==> config.mk <==
export PLATFORM = sky130hd
export DESIGN_NAME = spi_ctrl
export DESIGN_NICKNAME = d
export VERILOG_FILES = /design/src/rtl/spi_ctrl_pkg.sv /design/src/rtl/spi_ctrl_sync.sv /design/src/rtl/spi_ctrl_shift.sv /design/src/rtl/spi_ctrl_regs.sv /design/src/rtl/spi_ctrl.sv
export SDC_FILE = /design/constraint.sdc
export NUM_CORES = 1
export LEC_CHECK = 0
export CORE_MARGIN = 10
export CORE_UTILIZATION = 55
export CTS_BUF_LIST = sky130_fd_sc_hd__clkbuf_16
export DETAILED_ROUTE_END_ITERATION = 6
export GPL_ROUTABILITY_DRIVEN = 0
export GPL_TIMING_DRIVEN = 0
export PLACE_DENSITY = 0.77
export SLEW_MARGIN = 25
export SYNTH_ARGS = -nofsm -noshare
export SYNTH_HDL_FRONTEND = slang
export SYNTH_HIERARCHICAL = 1
export SYNTH_SLANG_ARGS = --single-unit
export TNS_END_PERCENT = 50
==> constraint.sdc <==
create_clock -name clk_i -period 4.2 [get_ports clk_i]
set_input_delay 1.05 -clock clk_i [delete_from_list [all_inputs] [get_ports clk_i]]
set_output_delay 1.05 -clock clk_i [all_outputs]
set_load 0.03 [all_outputs]
==> src/rtl/spi_ctrl_pkg.sv <==
package spi_ctrl_pkg;
  localparam int unsigned SYNC_STAGES = 2;

  typedef enum logic [1:0] {
    SS_3WIRE  = 2'b00,
    SS_MULTI  = 2'b01,
    SS_DRV_LO = 2'b10,
    SS_DRV_HI = 2'b11
  } ss_mode_e;

  typedef struct packed {
    logic done;
    logic wcol;
    logic modf;
    logic ovr;
  } spi_evt_t;
endpackage

==> src/rtl/spi_ctrl_sync.sv <==
module spi_ctrl_sync #(
  parameter int unsigned W      = 1,
  parameter int unsigned STAGES = 2,
  parameter logic [W-1:0] RST_VAL = '0
) (
  input  logic         clk_i,
  input  logic         rst_ni,
  input  logic [W-1:0] d_i,
  output logic [W-1:0] q_o
);
  logic [W-1:0] stg_q [STAGES];

  for (genvar g = 0; g < STAGES; g++) begin : g_stg
    if (g == 0) begin : g_first
      always_ff @(posedge clk_i or negedge rst_ni)
        if (!rst_ni) stg_q[g] <= RST_VAL;
        else         stg_q[g] <= d_i;
    end else begin : g_next
      always_ff @(posedge clk_i or negedge rst_ni)
        if (!rst_ni) stg_q[g] <= RST_VAL;
        else         stg_q[g] <= stg_q[g-1];
    end
  end

  assign q_o = stg_q[STAGES-1];
endmodule

==> src/rtl/spi_ctrl_shift.sv <==
module spi_ctrl_shift #(
  parameter int unsigned DW   = 8,
  parameter int unsigned HALF = 4
) (
  input  logic          clk_i,
  input  logic          rst_ni,
  input  logic          en_i,
  input  logic          master_i,
  input  logic          sel_i,
  input  logic          abort_i,
  input  logic          tx_valid_i,
  input  logic [DW-1:0] tx_data_i,
  input  logic          sck_s_i,
  input  logic          sdi_s_i,
  output logic          tx_take_o,
  output logic          busy_o,
  output logic          done_o,
  output logic [DW-1:0] rx_data_o,
  output logic          sck_o,
  output logic          sdo_o
);
  localparam int unsigned BW  = (DW > 2) ? $clog2(DW) : 1;
  localparam int unsigned DVW = $clog2(HALF + 1);

  logic [DW-1:0]  sh_q, rx_q, sh_next;
  logic [BW-1:0]  cnt_q;
  logic [DVW-1:0] div_q;
  logic smp_q, sck_q, sck_d_q, mbusy_q, armed_q, done_q;
  logic m_run, s_run, s_act, s_rise, s_fall, div_hit, m_edge, m_rise, m_fall;
  logic m_load, s_load, shift_en, samp_en, last;

  always_comb begin
    m_run    = en_i & master_i & ~abort_i;
    s_run    = en_i & ~master_i;
    s_act    = s_run & sel_i;
    s_rise   = sck_s_i & ~sck_d_q;
    s_fall   = ~sck_s_i & sck_d_q;
    div_hit  = (div_q == DVW'(HALF - 1));
    m_edge   = m_run & mbusy_q & div_hit;
    m_rise   = m_edge & ~sck_q;
    m_fall   = m_edge & sck_q;
    m_load   = m_run & ~mbusy_q & tx_valid_i;
    s_load   = s_run & ~armed_q & (cnt_q == '0) & ~sck_s_i & tx_valid_i;
    shift_en = m_fall | (s_act & s_fall);
    samp_en  = m_rise | (s_act & s_rise);
    last     = shift_en & (cnt_q == BW'(DW - 1));
    sh_next  = {sh_q[DW-2:0], smp_q};
  end

  assign tx_take_o = m_load | s_load;

  always_ff @(posedge clk_i or negedge rst_ni) begin
    if (!rst_ni) begin
      sh_q    <= '0;
      rx_q    <= '0;
      smp_q   <= 1'b0;
      sck_d_q <= 1'b0;
      done_q  <= 1'b0;
    end else begin
      sck_d_q <= sck_s_i;
      done_q  <= last;
      if (samp_en) smp_q <= sdi_s_i;
      if (tx_take_o)     sh_q <= tx_data_i;
      else if (shift_en) sh_q <= sh_next;
      if (last) rx_q <= sh_next;
    end
  end

  always_ff @(posedge clk_i or negedge rst_ni) begin
    if (!rst_ni) begin
      cnt_q   <= '0;
      mbusy_q <= 1'b0;
      div_q   <= '0;
      sck_q   <= 1'b0;
      armed_q <= 1'b0;
    end else begin
      if (shift_en)                          cnt_q <= last ? '0 : cnt_q + 1'b1;
      else if (!((m_run & mbusy_q) | s_act)) cnt_q <= '0;

      if (!m_run)      mbusy_q <= 1'b0;
      else if (m_load) mbusy_q <= 1'b1;
      else if (last)   mbusy_q <= 1'b0;

      if (!m_run || !mbusy_q || div_hit) div_q <= '0;
      else                               div_q <= div_q + 1'b1;

      if (!m_run || !mbusy_q) sck_q <= 1'b0;
      else if (m_edge)        sck_q <= ~sck_q;

      if (!s_run)      armed_q <= 1'b0;
      else if (s_load) armed_q <= 1'b1;
      else if (last)   armed_q <= 1'b0;
    end
  end

  assign busy_o    = master_i ? mbusy_q : (cnt_q != '0);
  assign done_o    = done_q;
  assign rx_data_o = rx_q;
  assign sck_o     = sck_q;
  assign sdo_o     = sh_q[DW-1];
endmodule

==> src/rtl/spi_ctrl_regs.sv <==
module spi_ctrl_regs
  import spi_ctrl_pkg::*;
#(
  parameter int unsigned AW = 8,
  parameter int unsigned DW = 8,
  parameter logic [AW-1:0] CTRL_ADDR = AW'(8'hF8),
  parameter logic [AW-1:0] CFG_ADDR  = AW'(8'hF9),
  parameter logic [AW-1:0] DATA_ADDR = AW'(8'hFA)
) (
  input  logic          clk_i,
  input  logic          rst_ni,
  input  logic          we_i,
  input  logic          re_i,
  input  logic [AW-1:0] addr_i,
  input  logic [DW-1:0] wdata_i,
  output logic [DW-1:0] rdata_o,
  output logic          en_o,
  output logic          master_o,
  output logic [1:0]    mode_o,
  output logic          tx_valid_o,
  output logic [DW-1:0] tx_data_o,
  input  logic          tx_take_i,
  input  logic          busy_i,
  input  logic          done_i,
  input  logic [DW-1:0] rx_data_i,
  input  logic          ss_s_i,
  output logic          abort_o,
  output spi_evt_t      evt_o
);
  logic          en_q, master_q, tx_full_q, rx_full_q;
  logic [1:0]    mode_q;
  logic [DW-1:0] tx_q, rx_q;
  spi_evt_t      evt_q;
  logic ctrl_wr, cfg_wr, data_wr, data_rd, modf_hit, wcol_hit, ovr_hit;

  always_comb begin
    ctrl_wr  = we_i & (addr_i == CTRL_ADDR);
    cfg_wr   = we_i & (addr_i == CFG_ADDR);
    data_wr  = we_i & (addr_i == DATA_ADDR);
    data_rd  = re_i & (addr_i == DATA_ADDR);
    modf_hit = en_q & master_q & (mode_q == SS_MULTI) & ~ss_s_i;
    wcol_hit = data_wr & busy_i;
    ovr_hit  = done_i & ~master_q & rx_full_q;
  end

  always_ff @(posedge clk_i or negedge rst_ni) begin
    if (!rst_ni) begin
      en_q     <= 1'b0;
      mode_q   <= SS_MULTI;
      master_q <= 1'b0;
    end else begin
      if (ctrl_wr) begin
        en_q   <= wdata_i[0];
        mode_q <= wdata_i[3:2];
      end
      if (modf_hit)    master_q <= 1'b0;
      else if (cfg_wr) master_q <= wdata_i[0];
    end
  end

  // hardware set wins over a same-cycle software clear
  always_ff @(posedge clk_i or negedge rst_ni) begin
    if (!rst_ni) evt_q <= '0;
    else begin
      evt_q.done <= done_i   | (evt_q.done & ~(ctrl_wr & ~wdata_i[7]));
      evt_q.wcol <= wcol_hit | (evt_q.wcol & ~(ctrl_wr & ~wdata_i[6]));
      evt_q.modf <= modf_hit | (evt_q.modf & ~(ctrl_wr & ~wdata_i[5]));
      evt_q.ovr  <= ovr_hit  | (evt_q.ovr  & ~(ctrl_wr & ~wdata_i[4]));
    end
  end

  always_ff @(posedge clk_i or negedge rst_ni) begin
    if (!rst_ni) begin
      tx_q      <= '0;
      tx_full_q <= 1'b0;
      rx_q      <= '0;
      rx_full_q <= 1'b0;
    end else begin
      if (data_wr && !busy_i) begin
        tx_q      <= wdata_i;
        tx_full_q <= 1'b1;
      end else if (tx_take_i) tx_full_q <= 1'b0;

      if (done_i && !ovr_hit) begin
        rx_q      <= rx_data_i;
        rx_full_q <= 1'b1;
      end else if (data_rd) rx_full_q <= 1'b0;
    end
  end

  always_comb begin
    rdata_o = '0;
    if (addr_i == CTRL_ADDR)
      rdata_o = DW'({evt_q.done, evt_q.wcol, evt_q.modf, evt_q.ovr, mode_q, ~tx_full_q, en_q});
    else if (addr_i == CFG_ADDR)
      rdata_o = DW'(master_q);
    else if (addr_i == DATA_ADDR)
      rdata_o = rx_q;
  end

  assign en_o       = en_q;
  assign master_o   = master_q;
  assign mode_o     = mode_q;
  assign tx_valid_o = tx_full_q;
  assign tx_data_o  = tx_q;
  assign abort_o    = modf_hit;
  assign evt_o      = evt_q;
endmodule

==> src/rtl/spi_ctrl.sv <==
module spi_ctrl
  import spi_ctrl_pkg::*;
#(
  parameter int unsigned AW   = 8,
  parameter int unsigned DW   = 8,
  parameter int unsigned HALF = 4,
  parameter logic [AW-1:0] CTRL_ADDR = AW'(8'hF8),
  parameter logic [AW-1:0] CFG_ADDR  = AW'(8'hF9),
  parameter logic [AW-1:0] DATA_ADDR = AW'(8'hFA)
) (
  input  logic          clk_i,
  input  logic          rst_ni,
  input  logic          reg_we_i,
  input  logic          reg_re_i,
  input  logic [AW-1:0] reg_addr_i,
  input  logic [DW-1:0] reg_wdata_i,
  output logic [DW-1:0] reg_rdata_o,
  input  logic          sck_i,
  output logic          sck_o,
  output logic          sck_oe_o,
  input  logic          sdi_i,
  output logic          sdo_o,
  input  logic          ss_i,
  output logic          ss_o,
  output logic          ss_oe_o,
  output logic          irq_o
);
  logic [2:0]    pin_s;
  logic          sck_s, sdi_s, ss_s;
  logic          en, master, tx_valid, tx_take, busy, done, abort, sel;
  logic [1:0]    mode;
  logic [DW-1:0] tx_data, rx_data;
  spi_evt_t      evt;

  spi_ctrl_sync #(.W(3), .STAGES(SYNC_STAGES), .RST_VAL(3'b001)) u_sync (
    .clk_i (clk_i),
    .rst_ni(rst_ni),
    .d_i   ({sck_i, sdi_i, ss_i}),
    .q_o   (pin_s)
  );
  assign {sck_s, sdi_s, ss_s} = pin_s;

  spi_ctrl_regs #(
    .AW(AW), .DW(DW),
    .CTRL_ADDR(CTRL_ADDR), .CFG_ADDR(CFG_ADDR), .DATA_ADDR(DATA_ADDR)
  ) u_regs (
    .clk_i     (clk_i),
    .rst_ni    (rst_ni),
    .we_i      (reg_we_i),
    .re_i      (reg_re_i),
    .addr_i    (reg_addr_i),
    .wdata_i   (reg_wdata_i),
    .rdata_o   (reg_rdata_o),
    .en_o      (en),
    .master_o  (master),
    .mode_o    (mode),
    .tx_valid_o(tx_valid),
    .tx_data_o (tx_data),
    .tx_take_i (tx_take),
    .busy_i    (busy),
    .done_i    (done),
    .rx_data_i (rx_data),
    .ss_s_i    (ss_s),
    .abort_o   (abort),
    .evt_o     (evt)
  );

  assign sel = (mode == SS_3WIRE) | ~ss_s;

  spi_ctrl_shift #(.DW(DW), .HALF(HALF)) u_shift (
    .clk_i     (clk_i),
    .rst_ni    (rst_ni),
    .en_i      (en),
    .master_i  (master),
    .sel_i     (sel),
    .abort_i   (abort),
    .tx_valid_i(tx_valid),
    .tx_data_i (tx_data),
    .sck_s_i   (sck_s),
    .sdi_s_i   (sdi_s),
    .tx_take_o (tx_take),
    .busy_o    (busy),
    .done_o    (done),
    .rx_data_o (rx_data),
    .sck_o     (sck_o),
    .sdo_o     (sdo_o)
  );

  assign sck_oe_o = en & master;
  assign ss_oe_o  = en & mode[1];
  assign ss_o     = mode[1] ? mode[0] : 1'b1;
  assign irq_o    = |evt;
endmodule

# After elaboration in Yosys (flattened, before gate mapping)
# Index checks and enable logic that the tools add are counted.
# word_totals
in_bits,23
reg_bits,60
wordCells,138
out_inout_bits,14
# op_classes
n_mux,24
n_eq_ne,9
addsub,2
bitwise_logic,63
n_reduce_logical,17
# op_table
operator,n
8-bit 2-to-1 mux,5
1-bit AND,37
"8-bit == test, second input constant",3
1-bit inverter,17
1-bit 2-to-1 mux,15
3-bit 2-to-1 mux,4
2-bit nonzero test,5
1-bit bitwise OR,9
"3-bit by 1-bit adder with 3-bit output, second input constant",2
"3-bit != test, second input constant",2
1-bit zero test,4
4-bit OR reduction,1
"3-bit by 2-bit == test with 1-bit output, second input constant",1
"3-bit == test, second input constant",1
3-bit zero test,1
3-bit nonzero test,1
"2-bit by 1-bit == test with 1-bit output, second input constant",1
1-bit logical AND,2
2-bit zero test,1
1-bit logical OR,2
"2-bit by 1-bit != test with 1-bit output, second input constant",1

# Longest topological paths before layout
# depth
ltp_word,13
mapped_depth,7
ltp_nobuf,7

# By module
# The synthesis kept the hierarchy.
# modules_own_cells
module,seq_area_each_um2,cells_each,area_per_inst_um2,instances
spi_ctrl_shift,700.7,111,1310.0,1
spi_ctrl_regs,651.9,90,1238.7,1
spi_ctrl_sync,152.6,9,175.2,1
spi_ctrl,0.0,5,31.3,1

# Worst setup path before layout
# Ideal clock, no wire load.
# synth_timing
path_kind,input to output
startpoint,input port reg_addr_i[2]
endpoint,output port reg_rdata_o[0]
cell_stages,3
slack_ns,0.877
n_path_buf,0
t_arrival_ns,2.273
required_ns,3.150
cell_sequence,nor3b_2 o21ai_0 a221oi_1
# synth_between
elab_chain_len,4
word_cells_on_any_way,6
classes_between,3 x eq/ne; 3 x mux
# synth_lines
element,line,source
"start, declared",spi_ctrl.sv:15,"input logic [AW-1:0] reg_addr_i,"
8-bit == test,spi_ctrl_regs.sv:97,else if (addr_i == DATA_ADDR)
8-bit 2-to-1 mux,spi_ctrl_regs.sv:97,
8-bit 2-to-1 mux,spi_ctrl_regs.sv:95,else if (addr_i == CFG_ADDR)
8-bit 2-to-1 mux (*),spi_ctrl_regs.sv:93,if (addr_i == CTRL_ADDR)
"end, declared",spi_ctrl.sv:17,"output logic [DW-1:0] reg_rdata_o,"
# Mark *: on every way between the ends. The rest lies on a longest branch, timed or not.

# Worst setup path after layout
# layout_timing
startpoint,input port reg_addr_i[2]
endpoint,output port reg_rdata_o[5]
# Same word-level chain as after synthesis.

==> metrics.csv <==
stage,metric,value,unit
grt,grt_usage,0.157,
grt,overflow,0,
cts,post_cts_buffers,0,
cts,clkLatencyLatePin,0.32,ns
critical_path,worstPathMaxFanout,8,
run_status,status,"complete, no violations",
power_and_ir_drop,combPwrFrac,0.104,
layout,fin_cells,333,
timing,grt_setup_unrepaired,no,
routing,drt_iter0_drc,66,
layout,nets,291,
timing,max_freq,249,MHz
layout,insertedDiodeCount,0,
placed_design,hpwl,4.53,mm
layout,mostFrequentLayoutCell,dfrtp_1,
synthesis,ys_seq_area_frac,0.546,
critical_path,rr_endpoint,u_regs/tx_valid_o,
power_and_ir_drop,power_density,433,mW/mm²
layout,final_cell_mix,"57 x dfrtp_1, 27 x clkdlybuf4s50_1, 25 x mux2_2",
routing,routed_wl,6.10,mm
synthesis,ys_types,51,
synthesis,ys.warnings.count,6,
cts,root_buffer,clkbuf_16,
power_and_ir_drop,p_sw_frac,0.232,
critical_path,r2r_cells,7,
cts,holdBufCountCts,0,
critical_path,worst_ep_required_time,3.15,ns
timing,relSlewSlack,0.380,
layout,drive_above_1_share,0.237,
timing,hold_viol_final,0,
floorplanning,chipHeight,90.8,µm
min_path,hold_start,u_sync/stg_q[5],
floorplanning,dieArea,0.00824,mm²
synthesis,synthesis.area,0.00276,mm²
critical_path,rrSetupSlack,1.35,ns
synthesis,async_flop_share,1.00,
cts,htree_levels,3,
synthesis,syn_inst,215,
critical_path,critPathLaunch,reg_addr_i[2],
routing,vias,1861,
grt,grt_pass1_vias,2049,
grt,grt_pass1_wl,10.3,mm
power_and_ir_drop,p_clk_frac,0.444,
cts,clock_path_buffers,2,
cts,path_clk_slew,0.05,ns
floorplanning,initial_utilization,0.576,
synthesis,synth_nets,243,
grt,antenna_found_initial,0,
synthesis,yosys.area.top_type,dfrtp_1,
routing,vias_per_cell,5.59,
floorplanning,rows,25,
run,maxCapViolations,0,
synthesis,syn_area_per_cell,12.8,µm²
placed_design,dpl.cell_count,319,
min_path,min_path_cells,0,
synthesis,synth_edf_count,0,
critical_path,cp-start-kind,input port,
timing,setup_viol,0,
layout,n_fill_cell,345,
routing,dr.pass1.iters,4,
critical_path,regToRegStartpoint,u_regs/en_o,
synthesis,netlist.area_leader.share,0.518,
floorplanning,die_width,90.8,µm
power_and_ir_drop,p_int,1.16,mW
grt,grt_max_degree,55,
power_and_ir_drop,p_seq_frac,0.452,
routing,drc_errors,0,
timing,finalCritPeriodShare,0.958,
timing,finClkSkew,0.00583,ns
power_and_ir_drop,ir_drop,0.354,mV
floorplanning,io_pins,37,
routing,wl_per_cell,18.3,µm
critical_path,worstSetupEndpointType,primary output,
floorplanning,coreArea,0.00479,mm²
routing,ant_nets,0,
cts,clock_sinks,60,
cts,ctsResizeCount,8,
synthesis,synth.area.top_cells,"dfrtp_1 52%, mux2_2 10%, mux2i_1 3.3%, dfstp_2 2.9%, ha_1 2.3%",
critical_path,crit_arrival,2.97,ns
critical_path,worstSetupPathType,in2out,
min_path,min_path_type,reg2reg,
min_path,min_to,u_sync/q_o[2],
cts,cts_tree,done,
placed_design,io_buffers,36,
timing,period_minus_slack,4.02,ns
synthesis,synth_flop_cell,dfrtp_1,
power_and_ir_drop,p_sw,350,µW
timing,tns,0,ns
power_and_ir_drop,p_leak,1.67,nW
cts,cts_buffers,9,
synthesis,ys_seq_elements,60,
layout,area.growth.synth_to_final,26.5,%
timing,worst_pin_slew,0.931,ns
timing,maxSlewViolCount,0,
[synthesized netlist by cell type, types with 2 or more instances]
cell,number
a21oi_1,10
ha_1,5
dfstp_2,3
dfrtp_1,57
nand4_1,2
nand2_1,10
a22o_1,7
nor2_1,9
buf_4,3
nor3b_1,3
and2_1,3
o21ai_0,9
nand2b_1,5
mux2i_1,9
mux2_2,25
nor3_1,2
nor2b_1,3
a32o_1,2
nor3_4,2
mux2_1,3
inv_1,13
[cell families after synthesis]
group | count (synthesis) | synth area share
mux | 37 | 0.147
simple gates | 56 | 0.148
compound gates | 38 | 0.103
flops | 60 | 0.546
buf+inv | 19 | 0.0336
fa+ha+maj | 5 | 0.0227
[registers in the layout, indices dropped and copies added, names as in the netlist, 2 cells and up]
| name | cells |
|---|---|
| u_shift/cnt_q | 3 |
| u_regs/evt_o | 4 |
| u_sync/stg_q | 3 |
| u_regs/tx_data_o | 8 |
| u_shift/rx_data_o | 8 |
| u_shift/sh_q | 8 |
| u_shift/div_q | 3 |
| u_regs/mode_o | 2 |
| u_sync/q_o | 3 |
| u_regs/rx_q | 8 |
[how the worst max path moves through the flow]
stage / to / cells past startpoint
2_1_floorplan: reg_rdata_o[0] / 3
3_3_place_gp: reg_rdata_o[5] / 5
3_5_place_dp: reg_rdata_o[5] / 5
4_1_cts: reg_rdata_o[5] / 5
5_1_grt: reg_rdata_o[5] / 5
6_report: reg_rdata_o[5] / 5
[critical path, cell delays in order]
cell             delay, ns
clkdlybuf4s50_1       0.48
or3b_4                0.47
nor3_4                0.31
a22o_1                0.23
dlygate4sd2_1         0.43
[power by group through the flow]
stage / logic, mW / registers [mW] / clock network (mW)
floorplan: 0.0822 / 0.683 / 0
global placement: 0.152 / 0.686 / 0
global route: 0.173 / 0.688 / 0.710
CTS: 0.159 / 0.680 / 0.685
finish: 0.157 / 0.681 / 0.669
detailed placement: 0.158 / 0.689 / 0
[area by class of cell]
class                      count  area (µm²)  area share
clock inverter                 5        45.0      0.0129
multi-input combinational    136        1160       0.332
tap                           67        83.8      0.0241
sequential                    60        1510       0.432
buffer                         6        43.8      0.0126
timing repair buffer          37         375       0.108
clock buffer                   9         225      0.0646
inverter                      13        48.8      0.0140
[metal layers]
layer	wire (µm)	share of wire	up-vias	global-route usage
met3	301	0.049	7	0.0407
met4	91	0.015	0	0.0809
met5	0	0	-	0
met1	2640	0.43	939	0.187
met2	3070	0.50	37	0.254
li1	-	-	878	-
[metrics by stage]
| stage | hold WS, ns | area [µm²] | util | power, mW | setup WS, ns |
|---|---|---|---|---|---|
| 2_1_floorplan | 0.331 | 2760 | - | 0.766 | 0.877 |
| 3_3_place_gp | 0.338 | 3200 | 0.668 | 0.838 | -0.0583 |
| 3_5_place_dp | 0.342 | 3220 | 0.674 | 0.846 | -0.0735 |
| 4_1_cts | 0.352 | 3480 | 0.728 | 1.52 | 0.177 |
| 5_1_grt | 0.357 | 3480 | 0.728 | 1.57 | 0.0732 |
| 6_report | 0.351 | 3480 | 0.728 | 1.51 | 0.178 |
Power figures use the tool's default switching activity.
